===== src/rtl/trim_pkg.sv =====
package trim_pkg;
   // Selects how the scaled product is reduced to an integer count.
   typedef enum logic {
      RND_TRUNC   = 1'b0,
      RND_HALF_UP = 1'b1
   } trim_round_e;
endpackage


===== src/rtl/trim_gain.sv =====
module trim_gain
   import trim_pkg::*;
#(
   parameter int          DW    = 10,
   parameter int          GW    = 8,
   parameter int          OW    = 10,
   parameter trim_round_e RMODE = RND_HALF_UP
) (
   input  logic          clk,
   input  logic          rst_n,
   input  logic          ld,
   input  logic [DW-1:0] x,
   input  logic [GW-1:0] g,
   input  logic [OW-1:0] o,
   output logic [DW:0]   rnd_q,
   output logic [OW-1:0] ofs_q
);
   localparam int PW = DW + GW + 1;   // full product width, no loss

   logic [PW-1:0] prod;
   logic [PW-1:0] rsum;
   logic [DW:0]   rnd_d;

   // Gain factor is {1,g}/2^GW, i.e. 1 + g/2^GW.
   assign prod = PW'(x) * PW'({1'b1, g});

   generate
      if (RMODE == RND_HALF_UP) begin : g_half_up
         assign rsum = prod + PW'(1 << (GW - 1));
      end else begin : g_trunc
         assign rsum = prod;
      end
   endgenerate

   assign rnd_d = (DW+1)'(rsum >> GW);

   // Scaled sample and offset are captured together, so the offset
   // applied in the next stage belongs to the same sample.
   always_ff @(posedge clk or negedge rst_n) begin
      if (!rst_n) begin
         rnd_q <= '0;
         ofs_q <= '0;
      end else if (ld) begin
         rnd_q <= rnd_d;
         ofs_q <= o;
      end
   end
endmodule


===== src/rtl/trim_sat.sv =====
module trim_sat #(
   parameter int DW = 10,
   parameter int OW = 10
) (
   input  logic          clk,
   input  logic          rst_n,
   input  logic          ld,
   input  logic [DW:0]   rnd,
   input  logic [OW-1:0] ofs,
   output logic [DW-1:0] y
);
   localparam int SW = ((DW + 2 > OW) ? DW + 2 : OW) + 1;
   localparam logic signed [SW-1:0] MAXC = SW'((1 << DW) - 1);

   logic signed [SW-1:0] s_r;
   logic signed [SW-1:0] s_o;
   logic signed [SW-1:0] sum;
   logic [DW-1:0]        y_d;

   assign s_r = $signed({{(SW-DW-1){1'b0}}, rnd});
   assign s_o = $signed({{(SW-OW){ofs[OW-1]}}, ofs});
   assign sum = s_r + s_o;

   always_comb begin
      if (sum < 0)         y_d = '0;
      else if (sum > MAXC) y_d = '1;
      else                 y_d = sum[DW-1:0];
   end

   always_ff @(posedge clk or negedge rst_n) begin
      if (!rst_n)  y <= '0;
      else if (ld) y <= y_d;
   end

   AST_SAT_HIGH: assert property (@(posedge clk) disable iff (!rst_n)
      (ld && (s_r + s_o > MAXC)) |=> (y == {DW{1'b1}}));
   AST_SAT_LOW: assert property (@(posedge clk) disable iff (!rst_n)
      (ld && (s_r + s_o < 0)) |=> (y == '0));
endmodule


===== src/rtl/pix_fine_trim.sv =====
module pix_fine_trim
   import trim_pkg::*;
#(
   parameter int          NCH   = 3,
   parameter int          DW    = 10,
   parameter int          GW    = 8,
   parameter int          OW    = 10,
   parameter trim_round_e RMODE = RND_HALF_UP
) (
   input  logic              clk,
   input  logic              rst_n,
   input  logic              in_valid,
   input  logic [NCH*DW-1:0] in_data,
   input  logic [NCH*GW-1:0] cfg_gain,
   input  logic [NCH*OW-1:0] cfg_offset,
   output logic              out_valid,
   output logic [NCH*DW-1:0] out_data
);
   localparam int PW = DW + GW + 1;

   generate
      if (NCH < 1) begin : g_bad_nch
         $error("pix_fine_trim: NCH must be at least 1");
      end
      if (GW < 1) begin : g_bad_gw
         $error("pix_fine_trim: GW must be at least 1");
      end
      if (OW < 2) begin : g_bad_ow
         $error("pix_fine_trim: OW must be at least 2");
      end
      if (PW < 18) begin : g_bad_pw
         $error("pix_fine_trim: product narrower than 18 bits");
      end
   endgenerate

   logic v1;

   always_ff @(posedge clk or negedge rst_n) begin
      if (!rst_n) begin
         v1        <= 1'b0;
         out_valid <= 1'b0;
      end else begin
         v1        <= in_valid;
         out_valid <= v1;
      end
   end

   generate
      for (genvar c = 0; c < NCH; c++) begin : g_ch
         logic [DW:0]   rnd;
         logic [OW-1:0] ofs;

         trim_gain #(.DW(DW), .GW(GW), .OW(OW), .RMODE(RMODE)) u_gain (
            .clk   (clk),
            .rst_n (rst_n),
            .ld    (in_valid),
            .x     (in_data[c*DW +: DW]),
            .g     (cfg_gain[c*GW +: GW]),
            .o     (cfg_offset[c*OW +: OW]),
            .rnd_q (rnd),
            .ofs_q (ofs)
         );

         trim_sat #(.DW(DW), .OW(OW)) u_sat (
            .clk   (clk),
            .rst_n (rst_n),
            .ld    (v1),
            .rnd   (rnd),
            .ofs   (ofs),
            .y     (out_data[c*DW +: DW])
         );

         AST_UNITY_PASS: assert property (@(posedge clk) disable iff (!rst_n)
            (in_valid && cfg_gain[c*GW +: GW] == '0 && cfg_offset[c*OW +: OW] == '0)
            |-> ##2 (out_data[c*DW +: DW] == $past(in_data[c*DW +: DW], 2)));
      end
   endgenerate

   AST_VALID_LAT: assert property (@(posedge clk) disable iff (!rst_n)
      in_valid |-> ##2 out_valid);
   AST_NO_SPURIOUS_VALID: assert property (@(posedge clk) disable iff (!rst_n)
      !in_valid |-> ##2 !out_valid);
   AST_HOLD_IDLE: assert property (@(posedge clk) disable iff (!rst_n)
      !out_valid |-> $stable(out_data));
   AST_RESET_STATE: assert property (@(posedge clk)
      !rst_n |-> (!out_valid && out_data == '0));
endmodule


===== config.mk =====
export PLATFORM = sky130hd
export DESIGN_NAME = pix_fine_trim
export DESIGN_NICKNAME = d
export VERILOG_FILES = /design/src/rtl/trim_pkg.sv /design/src/rtl/trim_gain.sv /design/src/rtl/trim_sat.sv /design/src/rtl/pix_fine_trim.sv
export SDC_FILE = /design/constraint.sdc
export NUM_CORES = 1
export LEC_CHECK = 0
export BUFFER_PORTS_ARGS = -buffer_cell sky130_fd_sc_hd__buf_2
export CORE_MARGIN = 5
export CORE_UTILIZATION = 50
export DETAILED_ROUTE_END_ITERATION = 7
export GPL_TIMING_DRIVEN = 1
export PLACE_DENSITY = 0.7
export SETUP_SLACK_MARGIN = 0.02
export SYNTH_ARGS = -nofsm -noshare
export SYNTH_HDL_FRONTEND = slang
export SYNTH_SLANG_ARGS = --single-unit

===== constraint.sdc =====
create_clock -name clk -period 4.3 [get_ports clk]
set_input_delay 0.86 -clock clk [delete_from_list [all_inputs] [get_ports clk]]
set_output_delay 0.86 -clock clk [all_outputs]
set_load 0.1 [all_outputs]

* Word-level counts from Yosys, hierarchy flattened
Index checks and enable logic that the tools add are counted.
** Word-level totals
- Bits in registers :: 95
- Output and inout port bits :: 31
** Operators by class
- Add/sub/neg operators :: 6
- $mul :: 3
- Magnitude comparators :: 6
- Mux-type cells :: 6
** Operators with widths (count)
- 2-to-1 mux 10 bit :: 6
- adder 19 x 8 -> 19 bit, second input constant :: 3
- multiplier 10 x 9 -> 19 bit :: 3
- adder 12 x 10 -> 13 bit :: 3
- greater-than comparator 13 x 11 -> 1 bit, second input constant :: 3
- less-than comparator 13 x 1 -> 1 bit, second input constant :: 3

* Depth between registers and ports, before layout
Gate-level depths: netlist of the first run.
- Depth after elaboration :: 4
- Mapped depth :: 19
- Depth with buffers taken out :: 18

* Cells and area by module
From an unflattened synthesis of the first run, not the netlist that was laid out.
** Second synthesis, totals
- Cell total of the unflattened synthesis :: 1478
- Area total of the unflattened synthesis :: 13983.4 um^2
** By module, submodules not included
- trim_gain (g_ch[0].u_gain ...) :: times used 2, cells each 385, area each 3693.5 um^2, seq. area each 525.5 um^2
- trim_gain (g_ch[2].u_gain) :: times used 1, cells each 382, area each 3663.5 um^2, seq. area each 525.5 um^2
- trim_sat :: times used 3, cells each 108, area each 960.9 um^2, seq. area each 250.2 um^2
- pix_fine_trim :: times used 1, cells each 2, area each 50.0 um^2, seq. area each 50.0 um^2

* Worst setup path after synthesis of the first run
OpenSTA, ideal clock, no wires.
- Path kind :: input to register
- Start point :: in cfg_gain[17]
- End point :: reg g_ch[2].u_gain.rnd_q[10]
- Arrival time :: 6000 ps
- Setup slack :: -1770 ps
- Cell stages on the path :: 19
- Cell sequence :: clkbuf_1 > nand2_1 > fa_1 > inv_1 > fa_1 > inv_1 > fa_1 > inv_1 > fa_1 > fa_1 > ha_1 > a21o_1 > a21o_1 > a22o_1 > o41ai_4 > o21ai_1 > o31a_1 > or4_1 > nand3_1
** On the way
- Word-level cells in the longest chain between the ends :: 2
** Ends and longest elaborated chain
- from (decl) :: line pix_fine_trim.sv:14 : input logic [NCH*GW-1:0] cfg_gain,
- multiplier 10 x 9 -> 19 bit :: line trim_gain.sv:25 : assign prod = PW'(x) * PW'({1'b1, g});
- adder 19 x 8 -> 19 bit :: line trim_gain.sv:29 : assign rsum = prod + PW'(1 << (GW - 1));
- to (signal assigned) :: line trim_gain.sv:44 : rnd_q <= rnd_d;
- to (decl) :: line trim_gain.sv:15 : output logic [DW:0] rnd_q,
No other way between the ends.
A chain may end at the register's enable or synchronous reset.

* Worst setup path after layout of the first run
- Start point :: in cfg_gain[19]
- End point :: reg g_ch[2].u_gain.rnd_q[10]
Same word-level chain as after synthesis.

==> results of run 1 <==
[cells in the mapped netlist, drive strengths merged (5+ instances only)]
cell and count:
nor2b 13, or3 6, nand2 152, a21oi 29, a211o 5, o21a 14
o31ai 7, nor2 31, ha 171, a21o 16, a221o 29, dfrtp 95
nand3 9, and2 112, a211oi 8, and3 8, nor3 17, mux2 44
o21ai 20, clkbuf 45, inv 213, nor4 7, nand2b 5, xor2 10
buf 5, xnor2 34, fa 174, mux2i 5
[power breakdown]
part	total (W)	internal [W]	switching (W)
combinational	0.00886	0.00416	0.00469
clock	0.000814	0.000423	0.000391
sequential	0.00147	0.00125	0.000228
total	0.0111	0.00583	0.00531
[flip-flops by register name, summed over array words and instances, names as in the netlist]
name and flops:
g_ch.u_sat.y 30, g_ch.u_gain.rnd_q 33, out_valid 1, v1 1, g_ch.u_gain.ofs_q 30
[routing by layer]
layer  track usage [%]  part of all wire, %
met5                 0                    0
met4              4.17                  1.4
met3              2.55                  3.8
met2              36.0                   51
met1              27.5                   44
[repair_timing]
item,in CTS,in global routing
hold endpoints to repair,0,0
gates resized for setup,65,58
setup buffers,15,10
setup endpoints to repair,33,33
pin swaps,33,27
[final cells by class]
class,count,share of cell area [%]
well taps,335,2.60
clock buffers,10,1.48
multi-input cells,977,63.5
inverters,213,4.96
repair buffers,277,12.3
clock inverters,6,0.388
flip-flops and latches,95,14.8
[worst paths after layout]
check	end	slack [ps]
worst max-delay path	g_ch[2].u_gain.rnd_q[10]	-1110
max in group asynchronous	g_ch[0].u_sat.y[2]	2800
min in group asynchronous	g_ch[0].u_gain.ofs_q[9]	630
worst max register to register	g_ch[0].u_sat.y[9]	1150
worst min-delay path	g_ch[0].u_sat.y[4]	500
worst min register to register	g_ch[0].u_sat.y[4]	500
[critical path, stage by stage]
cell	delay, ps
buf_8	90
nand2_4	50
fa_1	520
inv_1	50
fa_1	480
inv_2	40
fa_1	500
inv_2	50
fa_1	510
fa_1	450
ha_4	260
a21o_1	160
a21o_1	170
a22o_1	250
o41ai_4	270
o21ai_2	110
o31a_1	280
or4_1	510
nand3_1	80
[metrics by stage]
step | hold WS (ps) | util [%] | setup TNS [ps]
final | 502 | 62.2 | -22390
after floorplan | 453 | - | -28050
after global placement | 475 | 58.5 | -35800
after global routing | 524 | 62.2 | -26680
after CTS | 496 | 61.1 | -21840
after detailed placement | 478 | 58.5 | -37810
[logic make-up (layout without fill, tap and decap cells)]
logic type	after synthesis	count (layout)	share of synthesized area [%]
and+or+nand+nor	372	372	14.3
adders and majority gates	345	345	43.0
DFF	95	95	18.2
buffers and inverters	263	506	7.60
AOI/OAI and AO/OA	167	167	9.87
xor gates and xnor gates	44	44	2.95
muxes	49	49	4.17
[placed cells by master, fill, tap and decap left out, drive strengths merged, types with 9 or more instances in the layout]
| cell type | netlist | layout |
|---|---|---|
| mux2 | 44 | 44 |
| a21oi | 29 | 29 |
| xor2 | 10 | 10 |
| a221o | 29 | 29 |
| o21ai | 20 | 20 |
| a21o | 16 | 16 |
| o21a | 14 | 14 |
| dfrtp | 95 | 95 |
| xnor2 | 34 | 34 |
| fa | 174 | 174 |
| ha | 171 | 171 |
| nor2 | 31 | 31 |
| nor3 | 17 | 17 |
| clkbuf | 45 | 10 |
| nand3 | 9 | 9 |
| inv | 213 | 215 |
| and2 | 112 | 112 |
| buf | 5 | 277 |
| nor2b | 13 | 13 |
| nand2 | 152 | 152 |
==> impl_metrics.tcl, run 1 <==
set metrics [dict create \
    core_um2 25900 \
    grt_max_degree 76 \
    synth.area.top_cells "fa_1, dfrtp_1, ha_1" \
    stdcell_count 1913 \
    placed_cells 1882 \
    min_from "g_ch[0].u_sat.y[4]" \
    period_needed_ps 5410 \
    syn_area_per_cell_um2 9.80 \
    grt_remaining_overflow 0 \
    n_fill_cell 2146 \
    clk_pin_slew_ps 70 \
    p_leak_nw 8.40 \
    rsz0062_at_grt "yes" \
    rows 59 \
    criticalPathCategory "primary input to register" \
    end_kind "register" \
    synthesis.area_um2 13100 \
    vias 10200 \
    status "finished, violations left" \
    area_delta_synth_final_pct 23.2 \
    netlist.area_leader.share_pct 26.6 \
    die-area_um2 29500 \
    grt.total_usage_pct 20.5 \
    critPathRequiredTime_ps 4590 \
    holdPathStages 1 \
    setup_viol 31 \
    synth-seq-area-share_pct 18.2 \
    syn_inst 1335 \
    tritoncts "done" \
    grt_pass1_wl_um 50000 \
    nNetsFinal 2005 \
    synth_nets 1767 \
    avgRoutedWirePerCell_um 15.6 \
    wl_um 29800 \
    cts.path.max_buffers 2 \
    r2r-start "g_ch[0].u_gain.rnd_q[0]" \
    synth_edf_count 0 \
    crit_start "cfg_gain[19]" \
    post_synth_num_cell_types 63 \
    setup_slack_ps -1110 \
    via_per_inst 5.32 \
    path_max_fanout 4 \
    finalHoldViolCount 0 \
    drive_gt1_share_pct 28.1 \
    place_area_um2 15200 \
    holdBufCountCts 0 \
    multi_input_comb_area_um2 10200 \
    ff_latch_area_um2 2380 \
    worst_pin_slew_ps 1110 \
    dr.pass1.iters 5 \
    yosysWarnings 0 \
    clk_latency_ps 350 \
    fin_crit_sh_pct 126 \
    synth-seq-cells 95 \
    clock_tree.root_cell "clkbuf_16" \
    start_util_pct 50.5 \
    p_total_w 0.0111 \
    antenna_found_initial 0 \
    ys_async_sr_fraction_pct 100 \
    maxCapViolCount 0 \
    place_congestion 0.892 \
    slew_violations 0 \
    fin_area_um2 16100 \
    slew_headroom_pct 26.1 \
    grt_pass1_vias 10800 \
    critPathLaunchType "primary input" \
    postRouteAntennaNets 0 \
    first_iter_violations 491 \
    hpwl_um 24100 \
    drc 0 \
    io_pins 118 \
    hold_class "register to register" \
    fmax_ghz 0.185 \
    htree_levels 3 \
    r2r_cells 11 \
    antenna-diode-count 0 \
    pre_cts_ws_ps -1640 \
    yosysTopAreaCell "fa_1" \
    ys.flop_type "dfrtp_1" \
    cts.sinks 95 \
    portBuffers 117 \
    ir_worst_vdd_mv 0.876 \
    die_x_um 172 \
    numCtsBuffers 9 \
    fin_skew_ps 12.2 \
    cellPowerDensity_nw_per_um2 692 \
    cp.arrival_ps 5690 \
    die_h_um 172 \
    violations "negative setup slack" \
]
Power figures use the tool's default switching activity.
==> inputs of run 2 (changes only) <==
--- a/config.mk
+++ b/config.mk
@@ -5,12 +5,11 @@
 export SDC_FILE = /design/constraint.sdc
 export NUM_CORES = 1
 export LEC_CHECK = 0
-export BUFFER_PORTS_ARGS = -buffer_cell sky130_fd_sc_hd__buf_2
-export CORE_MARGIN = 5
+export BUFFER_PORTS_ARGS = -buffer_cell sky130_fd_sc_hd__clkbuf_2
 export CORE_UTILIZATION = 50
 export DETAILED_ROUTE_END_ITERATION = 7
 export GPL_TIMING_DRIVEN = 1
-export PLACE_DENSITY = 0.7
+export PLACE_DENSITY = 0.76
 export SETUP_SLACK_MARGIN = 0.02
 export SYNTH_ARGS = -nofsm -noshare
 export SYNTH_HDL_FRONTEND = slang
==> run 2 against run 1 <==
The flow still finishes with violations (negative setup slack). Sequential share of layout area about the same. Clock skew down 7.9 ps. Core utilization up 1.1 points. Flip-flop and latch count unchanged. Critical path type unchanged.
==> impl_metrics.tcl, run 2 (synthesis results as in run 1) <==
set metrics [dict create \
    status "finished, violations left" \
    place_congestion 0.912 \
    cts.sinks 95 \
    critPathRequiredTime_ps 4590 \
    grtUsageMet1_pct 28.9 \
    r2r-start "g_ch[0].u_gain.ofs_q[0]" \
    setup_viol 31 \
    ir_worst_vdd_mv 0.870 \
    largest-register "g_ch.u_gain.rnd_q" \
    die-area_um2 26800 \
    numCtsBuffers 9 \
    end_kind "register" \
    place_area_um2 15200 \
    clk_latency_ps 350 \
    hpwl_um 23700 \
    tritoncts "done" \
    setup_slack_ps -1210 \
    clock_tree.root_cell "clkbuf_16" \
    cts.path.max_buffers 2 \
    path_max_fanout 4 \
    fmax_ghz 0.181 \
    rows 58 \
    drive_gt1_share_pct 27.2 \
    finalHoldViolCount 0 \
    vias 10200 \
    maxCapViolCount 0 \
    criticalPathCategory "primary input to register" \
    grt_max_degree 70 \
    met3_usage_pct 3.99 \
    nNetsFinal 2007 \
    crit_start "cfg_gain[19]" \
    fin_skew_ps 4.29 \
    start_util_pct 51.5 \
    die_h_um 164 \
    core_um2 25400 \
    grt_remaining_overflow 0 \
    n_fill_cell 1993 \
    worst_pin_slew_ps 962 \
    reg_top3 "g_ch.u_gain.rnd_q x33, g_ch.u_gain.ofs_q x30, g_ch.u_sat.y x30" \
    htree_levels 3 \
    p_total_w 0.0108 \
    cp.arrival_ps 5800 \
    antenna_found_initial 3 \
    fin_hold_ws_ps 362 \
    slew_headroom_pct 35.8 \
    wl_um 29300 \
    grt.total_usage_pct 22.9 \
    grt_pass1_vias 10700 \
    hold_class "primary input to asynchronous set/reset pin" \
    final_cell_mix "inv_1, fa_1, ha_1, buf_4, nand2_1" \
    via_per_inst 5.34 \
    critPathLaunchType "primary input" \
    grt_busiest_layer "met2" \
    final_common_cell "inv_1" \
    dr.pass1.iters 5 \
    grt_pass1_wl_um 49600 \
    holdBufCountCts 0 \
    violations "negative setup slack" \
    largest_reg_flops 33 \
    area_delta_synth_final_pct 22.9 \
    clk_pin_slew_ps 60 \
    p_leak_nw 8.41 \
    die_x_um 164 \
    first_iter_violations 600 \
    reg2reg_slack_ps 1230 \
    pre_cts_ws_ps -1670 \
    postRouteAntennaNets 0 \
    cellPowerDensity_nw_per_um2 671 \
    fin_area_um2 16100 \
    io_pins 118 \
    portBuffers 117 \
    slew_violations 0 \
    avgRoutedWirePerCell_um 15.3 \
    period_needed_ps 5510 \
    drc 0 \
    fin_crit_sh_pct 128 \
    rsz0062_at_grt "yes" \
    grtUsageMet2_pct 40.5 \
]
[run 2: through the flow]
| stage | util (%) | cells | setup TNS, ps |
|---|---|---|---|
| floorplan | - | 1335 | -28050 |
| global placement | 59.7 | 1878 | -35240 |
| detailed placement | 59.7 | 1878 | -37900 |
| CTS | 62.2 | 1899 | -21980 |
| global route | 63.3 | 1910 | -28690 |
| finish | 63.3 | 1910 | -24030 |
[run 2: what timing repair did]
| item | 4_1_cts | 5_1_grt |
|---|---|---|
| setup endpoints to repair | 33 | 33 |
| setup buffers | 7 | 15 |
| pin swaps | 33 | 31 |
| gates resized for setup | 52 | 54 |
[run 2: routing by layer]
layer | routed length [µm] | vias up | share of wire (%)
met3 | 1420 | 48 | 4.9
met1 | 12600 | 5068 | 43
met2 | 14600 | 228 | 50
met4 | 615 | 2 | 2.1
met5 | 13 | - | 0.044
li1 | - | 4850 | -
[run 2: cell type report]
| type | count | area [µm²] | share of cell area, % |
|---|---|---|---|
| Multi-Input combinational cell | 977 | 10200 | 63.2 |
| Sequential cell | 95 | 2380 | 14.8 |
| Timing Repair Buffer | 279 | 2030 | 12.6 |
| Inverter | 213 | 800 | 4.97 |
| Tap cell | 330 | 413 | 2.57 |
| Clock buffer | 12 | 246 | 1.53 |
| Clock inverter | 3 | 43.8 | 0.272 |
| Antenna cell | 1 | 2.50 | 0.0156 |
[run 2: final timing paths]
path | to | depth (start not counted)
setup reg to reg | g_ch[0].u_sat.y[9] | 11
hold / removal | g_ch[2].u_gain.ofs_q[1] | 1
max in group asynchronous | g_ch[2].u_gain.ofs_q[9] | 2
min in group clk | g_ch[0].u_gain.rnd_q[5] | 1
setup / recovery | g_ch[2].u_gain.rnd_q[10] | 19
hold reg to reg | g_ch[0].u_gain.rnd_q[5] | 1
[run 2: power breakdown]
group / switching (W) / internal, W / total (W)
combinational: 0.00452 / 0.00400 / 0.00852
clock: 0.000336 / 0.000464 / 0.000800
sequential: 0.000215 / 0.00125 / 0.00146
[run 2: critical path, stage by stage]
cell and delay, ps:
buf_8 80, nand2_4 50, fa_1 530, inv_1 50, fa_1 490, inv_2 40, fa_1 470, inv_1 50
fa_1 460, fa_1 570, ha_4 210, a21o_1 150, a21o_1 170, a22o_1 260, o41ai_4 400, o21ai_2 100
o31a_1 280, or4_1 500, nand3_1 70
==> inputs of run 3 (changes only) <==
--- a/config.mk
+++ b/config.mk
@@ -5,7 +5,7 @@
 export SDC_FILE = /design/constraint.sdc
 export NUM_CORES = 1
 export LEC_CHECK = 0
-export BUFFER_PORTS_ARGS = -buffer_cell sky130_fd_sc_hd__clkbuf_2
+export BUFFER_PORTS_ARGS = -buffer_cell sky130_fd_sc_hd__buf_4
 export CORE_UTILIZATION = 50
 export DETAILED_ROUTE_END_ITERATION = 7
 export GPL_TIMING_DRIVEN = 1
==> run 3 against run 2 <==
The flow still finishes with violations (negative setup slack). Register-to-register slack got worse by 60 ps. Core utilization rose by 1.2 points. Die area did not move. Critical endpoint unchanged. Largest cell class unchanged.
==> impl_metrics.tcl, run 3 (synthesis results as in run 1) <==
set metrics [dict create \
    status "finished, violations left" \
    violations "negative setup slack" \
    clock_tree.root_cell "clkbuf_16" \
    cpMostUsedCell "fa_1" \
    grt.total_usage_pct 23.2 \
    cp.arrival_ps 5710 \
    grt_pass1_vias 10900 \
    grt_max_degree 70 \
    vias 10200 \
    die-area_um2 26800 \
    setup_slack_ps -1120 \
    via_per_inst 5.31 \
    criticalPathCategory "primary input to register" \
    largest_reg_flops 33 \
    holdPathStages 1 \
    slew_headroom_pct 33.3 \
    area_delta_synth_final_pct 25.4 \
    clk_pin_slew_ps 60 \
    hpwl_um 24200 \
    reg_top3 "g_ch.u_gain.rnd_q x33, g_ch.u_gain.ofs_q x30, g_ch.u_sat.y x30" \
    numCtsBuffers 9 \
    ir_worst_vdd_mv 0.834 \
    start_util_pct 51.5 \
    fmax_ghz 0.184 \
    reg2reg_to "g_ch[0].u_sat.y[0]" \
    cpMaxStageDelayCell "fa_1" \
    holdBufCountCts 0 \
    grt_pass1_wl_um 50200 \
    first_iter_violations 592 \
    reg2reg_slack_ps 1170 \
    rsz0062_at_grt "yes" \
    dr.pass1.iters 5 \
    cts.sinks 95 \
    place_area_um2 15400 \
    ff_latch_area_um2 2380 \
    drive_gt1_share_pct 27.8 \
    die_h_um 164 \
    path_max_fanout 4 \
    crit_buf_inv 4 \
    wl_um 29600 \
    drc 0 \
    tritoncts "done" \
    crit_family "adder cells" \
    multi_input_comb_area_um2 10200 \
    min_from "g_ch[2].u_gain.rnd_q[2]" \
    fin_skew_ps 5.87 \
    cellPowerDensity_nw_per_um2 678 \
    nNetsFinal 2010 \
    avgRoutedWirePerCell_um 15.5 \
    place_congestion 0.913 \
    pre_cts_ws_ps -1600 \
    worst_pin_slew_ps 999 \
    fin_hold_ws_ps 498 \
    critPathRequiredTime_ps 4580 \
    fin_crit_sh_pct 126 \
    portBuffers 117 \
    clk_latency_ps 350 \
    cts.path.max_buffers 2 \
    n_fill_cell 2002 \
    antenna_found_initial 2 \
    io_pins 118 \
    stdcell_count 1915 \
    final_cell_mix "buf_4, inv_1, fa_1, ha_1, nand2_1" \
    setup_viol 32 \
    htree_levels 3 \
    min_to "g_ch[2].u_gain.rnd_q[2]" \
    placed_cells 1877 \
    max_stage_delay_ps 550 \
    final_common_cell "buf_4" \
    critPathLaunchType "primary input" \
    maxCapViolCount 0 \
    end_kind "register" \
    core_um2 25400 \
    rows 58 \
    hold_class "register to register" \
    die_x_um 164 \
    grt_remaining_overflow 0 \
    path_cells "buf_8, nand2_4, fa_1, inv_2, fa_1, inv_1, fa_1, inv_1, fa_1, fa_1, ha_4, a21o_1, a21o_1, a22o_1, o41ai_4, o21ai_2, o31a_1, or4_1, nand3_1" \
    r2r_cells 11 \
    slew_violations 0 \
    largest-register "g_ch.u_gain.rnd_q" \
    finalHoldViolCount 0 \
    p_leak_nw 8.49 \
    period_needed_ps 5420 \
    fin_area_um2 16400 \
    postRouteAntennaNets 0 \
    r2r-start "g_ch[0].u_gain.rnd_q[0]" \
]
[run 3: changes by cell type in the layout (fill, tap and decap cells not counted), sizes merged]
cell    previous run  this run
buf              174       282
clkbuf           117        11
clkinv             2         3
diode              1         2
inv              213       214
[run 3: final cells by class]
| type | instances | area share (%) |
|---|---|---|
| timing repair buffer | 282 | 13.9 |
| antenna | 2 | 0.0305 |
| clock buffer | 11 | 1.42 |
| inverter | 213 | 4.88 |
| multi-input combinational | 977 | 62.4 |
| tap | 330 | 2.52 |
| sequential | 95 | 14.5 |
| clock inverter | 5 | 0.351 |
[run 3: worst reg2reg max path: stages, from the launching register on]
cell and delay [ps]:
dfrtp_1 360, ha_1 190, inv_1 60, fa_1 400
nor2b_1 130, o21a_1 130, o21ai_1 130, a21oi_1 300
a31oi_1 190, o311a_1 380, o31a_1 440, a221o_1 320
[run 3: how the worst max path moves through the flow]
stage | depth (start not counted) | slack (ps) | to | start
after global routing | 19 | -1280 | g_ch[2].u_gain.rnd_q[10] | cfg_gain[19]
after floorplan | 19 | -1480 | g_ch[2].u_gain.rnd_q[10] | in_data[24]
after CTS | 19 | -1080 | g_ch[2].u_gain.rnd_q[10] | cfg_gain[19]
final | 19 | -1120 | g_ch[2].u_gain.rnd_q[10] | cfg_gain[19]
after detailed placement | 19 | -1600 | g_ch[2].u_gain.rnd_q[10] | cfg_gain[19]
after global placement | 19 | -1570 | g_ch[2].u_gain.rnd_q[10] | cfg_gain[19]
[run 3: layer usage]
| metal | routed length [µm] | global-route usage, % | share of wire [%] | vias up |
|---|---|---|---|---|
| met5 | 0 | 0 | 0 | - |
| met4 | 458 | 5.51 | 1.5 | 0 |
| met3 | 1220 | 3.28 | 4.1 | 28 |
| met2 | 15100 | 41.6 | 51 | 199 |
| met1 | 12800 | 29.5 | 43 | 5078 |
| li1 | - | - | - | 4857 |
[run 3: repair_timing]
| item | in CTS | in global routing |
|---|---|---|
| setup endpoints to repair | 33 | 33 |
| gates resized for setup | 56 | 54 |
| pin swaps | 45 | 26 |
| cloned | 0 | 0 |
| hold endpoints to repair | 0 | 0 |
| buffers inserted | 13 | 12 |
[run 3: where the power goes]
| group | internal, W | leakage (nW) | switching, W |
|---|---|---|---|
| registers | 0.00125 | 1.14 | 0.000225 |
| logic | 0.00422 | 7.21 | 0.00463 |
| clock network | 0.000452 | 0.144 | 0.000339 |
[run 3: through the flow]
step	power [W]	util [%]	setup TNS (ps)
5_1_grt	0.0121	64.6	-27230
3_3_place_gp	0.00910	60.8	-34310
3_5_place_dp	0.00938	60.8	-36370
6_report	0.0111	64.6	-22980
4_1_cts	0.0107	63.4	-20910
2_1_floorplan	0.00714	-	-28050
